--- src/rtl/isr_pkg.sv ---
package isr_pkg;

    typedef enum logic {
        DRV_OFF = 1'b0,
        DRV_ON  = 1'b1
    } drv_e;

    // true when n is a positive power of two
    function automatic bit is_pow2(input int n);
        return (n > 0) && ((n & (n - 1)) == 0);
    endfunction

endpackage

--- src/rtl/isr_extrap.sv ---
// Projects the input voltage forward between samples.
module isr_extrap #(
    parameter int VW   = 10,
    parameter int NCLK = 16
) (
    input  logic          clk,
    input  logic          rst_n,
    input  logic [VW-1:0] smp,
    input  logic          smp_valid,
    output logic [VW-1:0] vop
);
    localparam int KW = $clog2(NCLK + 1);
    localparam int PW = VW + KW + 2;
    localparam logic [KW-1:0] KMAX = KW'(NCLK);
    localparam logic signed [PW:0] VMAX = (PW + 1)'((2 ** VW) - 1);

    typedef struct packed {
        logic [VW-1:0]      base;
        logic signed [VW:0] diff;
        logic [KW-1:0]      k;
        logic               primed;
    } ext_st_t;

    ext_st_t st_d, st_q;

    logic signed [PW-1:0] prod;
    logic signed [PW-1:0] quot;
    logic signed [PW:0]   sum;

    // k * diff, both widened with their sign
    always_comb begin
        prod = PW'(st_q.diff) * PW'($signed({1'b0, st_q.k}));
    end

    // floor division by NCLK, picked by the parameter
    generate
        if (isr_pkg::is_pow2(NCLK)) begin : g_div_shift
            localparam int L = $clog2(NCLK);
            always_comb begin
                quot = prod >>> L;
            end
        end else begin : g_div_full
            localparam logic signed [PW-1:0] NDIV = PW'(NCLK);
            logic signed [PW-1:0] qt;
            always_comb begin
                qt   = prod / NDIV;
                quot = qt;
                if ((prod < 0) && ((qt * NDIV) != prod)) begin
                    quot = qt - 1'sb1;
                end
            end
        end
    endgenerate

    // base plus projection, limited to the sample range
    always_comb begin
        sum = (PW + 1)'(quot) + (PW + 1)'($signed({1'b0, st_q.base}));
        if (sum < 0) begin
            vop = '0;
        end else if (sum > VMAX) begin
            vop = {VW{1'b1}};
        end else begin
            vop = sum[VW-1:0];
        end
    end

    always_comb begin
        st_d = st_q;
        if (smp_valid) begin
            st_d.base   = smp;
            st_d.diff   = st_q.primed
                        ? ($signed({1'b0, smp}) - $signed({1'b0, st_q.base}))
                        : '0;
            st_d.k      = '0;
            st_d.primed = 1'b1;
        end else if (st_q.k < KMAX) begin
            st_d.k = st_q.k + 1'b1;
        end
    end

    always_ff @(posedge clk or negedge rst_n) begin
        if (!rst_n) begin
            st_q <= '0;
        end else begin
            st_q <= st_d;
        end
    end

endmodule

--- src/rtl/isr_integrator.sv ---
// Volt-second accumulator with floor at zero and positive saturation.
module isr_integrator #(
    parameter int VW  = 10,
    parameter int AW  = 16,
    parameter int SHW = 3
) (
    input  logic                 clk,
    input  logic                 rst_n,
    input  logic                 sw_on,
    input  logic [VW-1:0]        vop,
    input  logic [VW-1:0]        vo,
    input  logic [SHW-1:0]       gain_shift,
    output logic signed [AW-1:0] acc
);
    import isr_pkg::*;

    localparam int SW = AW + 2;
    localparam logic signed [SW-1:0] AMAX = {3'b000, {(AW - 1){1'b1}}};

    typedef struct packed {
        logic signed [AW-1:0] acc;
    } int_st_t;

    int_st_t st_d, st_q;

    drv_e                 drv;
    logic signed [VW:0]   volt;
    logic signed [VW:0]   term;
    logic signed [SW-1:0] sum;

    // operand and sign follow the drive state
    always_comb begin
        drv = drv_e'(sw_on);
        case (drv)
            DRV_ON:  volt = $signed({1'b0, vop});
            default: volt = $signed({1'b0, vop}) - $signed({1'b0, vo});
        endcase
        term = volt >>> gain_shift;
    end

    always_comb begin
        st_d = st_q;
        sum  = SW'(st_q.acc) + SW'(term);
        if (sum < 0) begin
            st_d.acc = '0;
        end else if (sum > AMAX) begin
            st_d.acc = AMAX[AW-1:0];
        end else begin
            st_d.acc = sum[AW-1:0];
        end
    end

    always_ff @(posedge clk or negedge rst_n) begin
        if (!rst_n) begin
            st_q <= '0;
        end else begin
            st_q <= st_d;
        end
    end

    assign acc = st_q.acc;

endmodule

--- src/rtl/isense_rebuild.sv ---
// Sensorless inductor current estimator, top level.
module isense_rebuild #(
    parameter int VW   = 10,
    parameter int AW   = 16,
    parameter int SHW  = 3,
    parameter int NCLK = 16
) (
    input  logic                 clk,
    input  logic                 rst_n,
    input  logic [VW-1:0]        vin_smp,
    input  logic                 vin_valid,
    input  logic [VW-1:0]        vo_smp,
    input  logic                 vo_valid,
    input  logic                 sw_on,
    input  logic [SHW-1:0]       gain_shift,
    output logic signed [AW-1:0] i_est
);
    typedef struct packed {
        logic [VW-1:0] vo;
    } top_st_t;

    top_st_t st_d, st_q;

    logic [VW-1:0] vin_op;
    logic [VW-1:0] vo_q;

    // output-voltage sample holder
    always_comb begin
        st_d = st_q;
        if (vo_valid) begin
            st_d.vo = vo_smp;
        end
    end

    always_ff @(posedge clk or negedge rst_n) begin
        if (!rst_n) begin
            st_q <= '0;
        end else begin
            st_q <= st_d;
        end
    end

    assign vo_q = st_q.vo;

    isr_extrap #(
        .VW   (VW),
        .NCLK (NCLK)
    ) u_extrap (
        .clk       (clk),
        .rst_n     (rst_n),
        .smp       (vin_smp),
        .smp_valid (vin_valid),
        .vop       (vin_op)
    );

    isr_integrator #(
        .VW  (VW),
        .AW  (AW),
        .SHW (SHW)
    ) u_integ (
        .clk        (clk),
        .rst_n      (rst_n),
        .sw_on      (sw_on),
        .vop        (vin_op),
        .vo         (vo_q),
        .gain_shift (gain_shift),
        .acc        (i_est)
    );

endmodule

--- config.mk ---
export PLATFORM = sky130hd
export DESIGN_NAME = isense_rebuild
export DESIGN_NICKNAME = d
export VERILOG_FILES = /design/src/rtl/isr_pkg.sv /design/src/rtl/isr_extrap.sv /design/src/rtl/isr_integrator.sv /design/src/rtl/isense_rebuild.sv
export SDC_FILE = /design/constraint.sdc
export NUM_CORES = 1
export LEC_CHECK = 0
export BUFFER_PORTS_ARGS = -buffer_cell sky130_fd_sc_hd__buf_2
export CORE_MARGIN = 10
export CORE_UTILIZATION = 40
export DETAILED_ROUTE_END_ITERATION = 16
export PLACE_DENSITY = 0.62
export SLEW_MARGIN = 20
export SYNTH_ARGS = -nofsm -noshare
export SYNTH_HDL_FRONTEND = slang
export SYNTH_HIERARCHICAL = 1
export SYNTH_SLANG_ARGS = --single-unit
--- constraint.sdc ---
create_clock -name clk -period 22.6 [get_ports clk]
set_input_delay 4.52 -clock clk [delete_from_list [all_inputs] [get_ports clk]]
set_output_delay 4.52 -clock clk [all_outputs]
set_load 0.05 [all_outputs]
# Word-level counts from Yosys, hierarchy flattened
# Cells that the tools add are included.
dict set report totals {
  ff_bits 53
  wordCells 27
  inputBits 28
}
dict set report classes {
  magnitude_cmp 5
  n_reduce_logical 1
  multipliers 1
  n_addsub 5
  mux 8
  n_shift 1
}
# cell count
set op_table {}
lappend op_table {{16-bit two-way mux} 2}
lappend op_table {{11-bit two-way mux} 2}
lappend op_table {{10-bit by 10-bit subtractor with 11-bit output} 2}
lappend op_table {{10-bit two-way mux} 2}
lappend op_table {{16-bit by 11-bit adder with 17-bit output} 1}
lappend op_table {{17-bit by 16-bit > comparator with 1-bit output, second input constant} 1}
lappend op_table {{17-bit by 1-bit < comparator with 1-bit output, second input constant} 1}
lappend op_table {{11-bit by 6-bit multiplier with 17-bit output} 1}
lappend op_table {{13-bit by 11-bit adder with 14-bit output} 1}
lappend op_table {{14-bit by 11-bit > comparator with 1-bit output, second input constant} 1}
lappend op_table {{14-bit by 1-bit < comparator with 1-bit output, second input constant} 1}
lappend op_table {{11-bit by 3-bit >>> shifter with 11-bit output} 1}
lappend op_table {{5-bit two-way mux} 2}
lappend op_table {{5-bit by 1-bit adder with 5-bit output, second input constant} 1}
lappend op_table {{5-bit < comparator, second input constant} 1}
lappend op_table {{2-bit nonzero test} 1}

# Longest topological paths before layout
dict set report depth {
  word_depth 12
  mapped_depth 47
  mapped_depth_nobuf 44
}

# Cells and area by module
# The synthesis kept the hierarchy.
# module cells_per_inst instances seq_area_each_um2 area_per_inst_um2
set by_module_without_submodules {}
lappend by_module_without_submodules {isr_extrap 475 1 675.6 4167.7}
lappend by_module_without_submodules {isr_integrator 286 1 400.4 2476.1}
lappend by_module_without_submodules {isense_rebuild 21 1 250.2 411.6}

# Worst setup path before layout
# Ideal clock, no wire load.
dict set report synth_timing {
  kind {flip-flop to flip-flop}
  start {register u_extrap/st_q[3] in the netlist's numbering}
  end {register u_integ.st_q (netlist bit u_integ/acc[11])}
  setup_time_ns 0.127
  arrival_ns 8.910
  path_stages_with_launch 45
  synth_period_minus_slack_ns 9.037
  setup_slack_ns 13.563
  path_cell_list {dfrtp_1 > clkbuf_1 > and2_1 > fa_1 > inv_1 > fa_1 > fa_1 > inv_1 > ha_1 > nand4_1 > o21ai_4 > a21oi_1 > o21ai_0 > a21oi_1 > nor2_1 > nor2_1 > xnor2_1 > ha_1 > [9 not listed] > inv_1 > fa_1 > a21o_1 > a211oi_1 > nor2_1 > mux4_2 > o211ai_1 > o21ai_1 > ha_1 > fa_1 > nand3_1 > a211oi_2 > nor3_2 > a211oi_1 > nor4_1 > mux2_4 > buf_6 > a21oi_2}
}
# element line
set synth_lines {}
lappend synth_lines {{start: declaration} isr_extrap.sv:24} ;# ext_st_t st_d, st_q;
lappend synth_lines {{start signal: assignment} isr_extrap.sv:85} ;# st_q <= st_d;
lappend synth_lines {{end signal: assignment} isr_integrator.sv:57} ;# st_q <= st_d;
lappend synth_lines {{end: declaration} isr_integrator.sv:24} ;# int_st_t st_d, st_q;

==> impl_metrics.env <==
export IMPL_finalHoldViolations=0
export IMPL_synth_xor_area_share_pct=6.93
export IMPL_final_common_cell="inv_1"
export IMPL_drc_errors=0
export IMPL_worstSetupPathType="flop to flop"
export IMPL_clk_latency_ns=0.31
export IMPL_layout_setup_ws_ns=12.55
export IMPL_grt_ovfl_total=0
export IMPL_synth_top_flop_cell="dfrtp_1"
export IMPL_io_buffer_count=43
export IMPL_cts_buffer_depth=2
export IMPL_wl_um=15400
export IMPL_fmax_ghz=0.0995
export IMPL_synth_compound_area_share_pct=22.1
export IMPL_grt_max_degree=54
export IMPL_tns_ns=0
export IMPL_grt_first_pass_wirelength_um=26400
export IMPL_seq_area_frac_synth_pct=18.8
export IMPL_relSlewSlack_pct=36.4
export IMPL_post_cts_setup_buffers=0
export IMPL_vias_per_cell=5.23
export IMPL_synthAdderAreaFrac_pct=24.8
export IMPL_ys_async_sr_fraction_pct=100
export IMPL_die_y_um=153
export IMPL_startpoint="u_extrap/st_q[2]"
export IMPL_finalSetupViolations=0
export IMPL_arrival_ns=10.19
export IMPL_place_gp_congestion=0.858
export IMPL_tightest_slew_ns=0.950
export IMPL_r2r_start="u_extrap/st_q[2]"
export IMPL_root_buffer="clkbuf_16"
export IMPL_tritoncts="done"
export IMPL_grt_setup_unrepaired="no"
export IMPL_boundaryPins=44
export IMPL_grt_use_total_pct=13.3
export IMPL_die_w_um=153
export IMPL_required_ns=22.74
export IMPL_mostFrequentLayoutCells="102 x inv_1, 79 x ha_1, 53 x dfrtp_1"
export IMPL_cts_sinks=53
export IMPL_nets=956
export IMPL_min_period_ns=10.05
export IMPL_run_status="completed"
export IMPL_finClkSkew_ns=0.00415
export IMPL_place_area_um2=7430
export IMPL_drtPass1Iterations=5
export IMPL_endpoint_kind="flop"
export IMPL_path_max_fanout=15
export IMPL_drtIter0Drc=257
export IMPL_rows=48
export IMPL_core_region_area_um2=17300
export IMPL_cp_slowest_cell="xnor2_2"
export IMPL_syn_to_final_growth_pct=7.36
export IMPL_ant_nets=0
export IMPL_synthesis_nets=927
export IMPL_slowest_delay_ns=0.74
export IMPL_synth_warnings=6
export IMPL_drt_wirelength_per_cell_um=14.9
export IMPL_cts_buffers=5
export IMPL_synthMuxAreaShare_pct=4.47
export IMPL_antenna_found_initial=0
export IMPL_synth_area_per_cell_um2=9.02
export IMPL_worst_setup_path_start_kind="flop"
export IMPL_dp_hpwl_um=12700
export IMPL_final_design_area_no_fill_um2=7570
export IMPL_fin_crit_sh_pct=44.5
export IMPL_ys_types=90
export IMPL_hp_start="st_q[6]"
export IMPL_ys_seq_elements=53
export IMPL_powerDensity_nw_per_um2=129
export IMPL_clkTransAtPathRegs_ns=0.07
export IMPL_grt_pass1_vias=5488
export IMPL_post_cts_resized=0
export IMPL_drv_slew=0
export IMPL_drv_cap=0
export IMPL_syn_inst=782
export IMPL_peakVddDrop_v=0.000109
export IMPL_cts_hold_buf=0
export IMPL_synthesis_area_um2=7060
export IMPL_initial_core_util_pct=40.8
export IMPL_h_tree_depth=2
export IMPL_synth_top_family_by_area="adder cells"
export IMPL_drive_gt1_share_pct=14.7
export IMPL_p_leak_nw=3.55
export IMPL_vias=5420
export IMPL_synthSimpleGateAreaFrac_pct=15.6
export IMPL_die_area_um2=23400
export IMPL_whs_ns=0.509
export IMPL_hp_class="flop to flop"
export IMPL_post_place_ws_ns=12.58
export IMPL_synth_edf_count=0
export IMPL_antenna_cells=0
## critical path: cells and delay by family (launching register included)
kind | cells | cell delay, ns
compound gates | 19 | 3.94
xor+xnor | 2 | 0.86
fa+ha+maj | 8 | 3.01
buf+inv | 4 | 0.19
flops | 1 | 0.54
simple gates | 8 | 1.32
## through the flow
stage	instances	util [%]	power (mW)
3_3_place_gp	1029	43.0	0.896
5_1_grt	1037	43.8	1.07
3_5_place_dp	1029	43.0	0.898
2_1_floorplan	782	-	0.761
6_report	1037	43.8	0.977
4_1_cts	1037	43.8	0.981
## synthesized netlist by cell type (10+ instances only)
library cell,number,area (um2)
inv_1,102,383
a211oi_1,10,75.1
nor3_1,10,50.1
nand3_1,10,50.1
nor2_1,38,143
xnor2_1,30,263
fa_1,38,761
and2_1,47,294
xor2_1,14,123
a21oi_1,45,225
mux2_4,11,165
o21a_1,10,75.1
ha_1,79,988
dfrtp_1,53,1330
nor2b_1,11,68.8
clkbuf_1,11,41.3
o21ai_0,34,170
a21oi_2,12,105
nand2_1,46,173
## area by class of cell
cell class	count	area, um2
Clock inverter	1	7.51
Fill cell	1724	9720
Sequential cell	53	1330
Inverter	102	383
Timing Repair Buffer	44	223
Clock buffer	7	133
Multi-Input combinational cell	605	5220
Tap cell	225	282
## report_power, final
| group | switching [mW] | total (mW) | internal [mW] |
|---|---|---|---|
| Sequential | 0.0227 | 0.144 | 0.121 |
| Combinational | 0.455 | 0.755 | 0.300 |
| Clock | 0.0363 | 0.0776 | 0.0413 |
## cell families (layout without fill, tap and decap cells)
logic type,count (synthesis),after routing
DFF,53,53
muxes,22,22
buffers and inverters,124,154
adders and majority gates,117,117
AOI/OAI and AO/OA,213,213
xor gates and xnor gates,49,49
other,1,1
and+or+nand+nor,203,203
## registers in the layout (all words and copies together) (netlist names)
signal / flops
st_q: 10
u_extrap/st_q: 27
u_integ/acc: 16
## routing by layer
metal / vias to the layer above / track usage, % / wire length, um
li1: 2777 / - / -
met1: 2571 / 17.0 / 7330
met2: 61 / 22.4 / 7390
met3: 11 / 2.44 / 520
met4: 0 / 3.77 / 189
met5: - / 0 / 0
## path summary, 6_finish.rpt
kind                                   end  slack, ns  cells past startpoint
setup / recovery           u_integ/acc[14]      12.55                     41
hold / removal                     st_q[6]       0.51                      1
setup reg to reg           u_integ/acc[14]      12.55                     41
hold reg to reg                    st_q[6]       0.51                      1
max in group asynchronous   u_integ/acc[7]      17.79                      2
min in group asynchronous          st_q[9]       4.31                      2
Power figures use the tool's default switching activity.
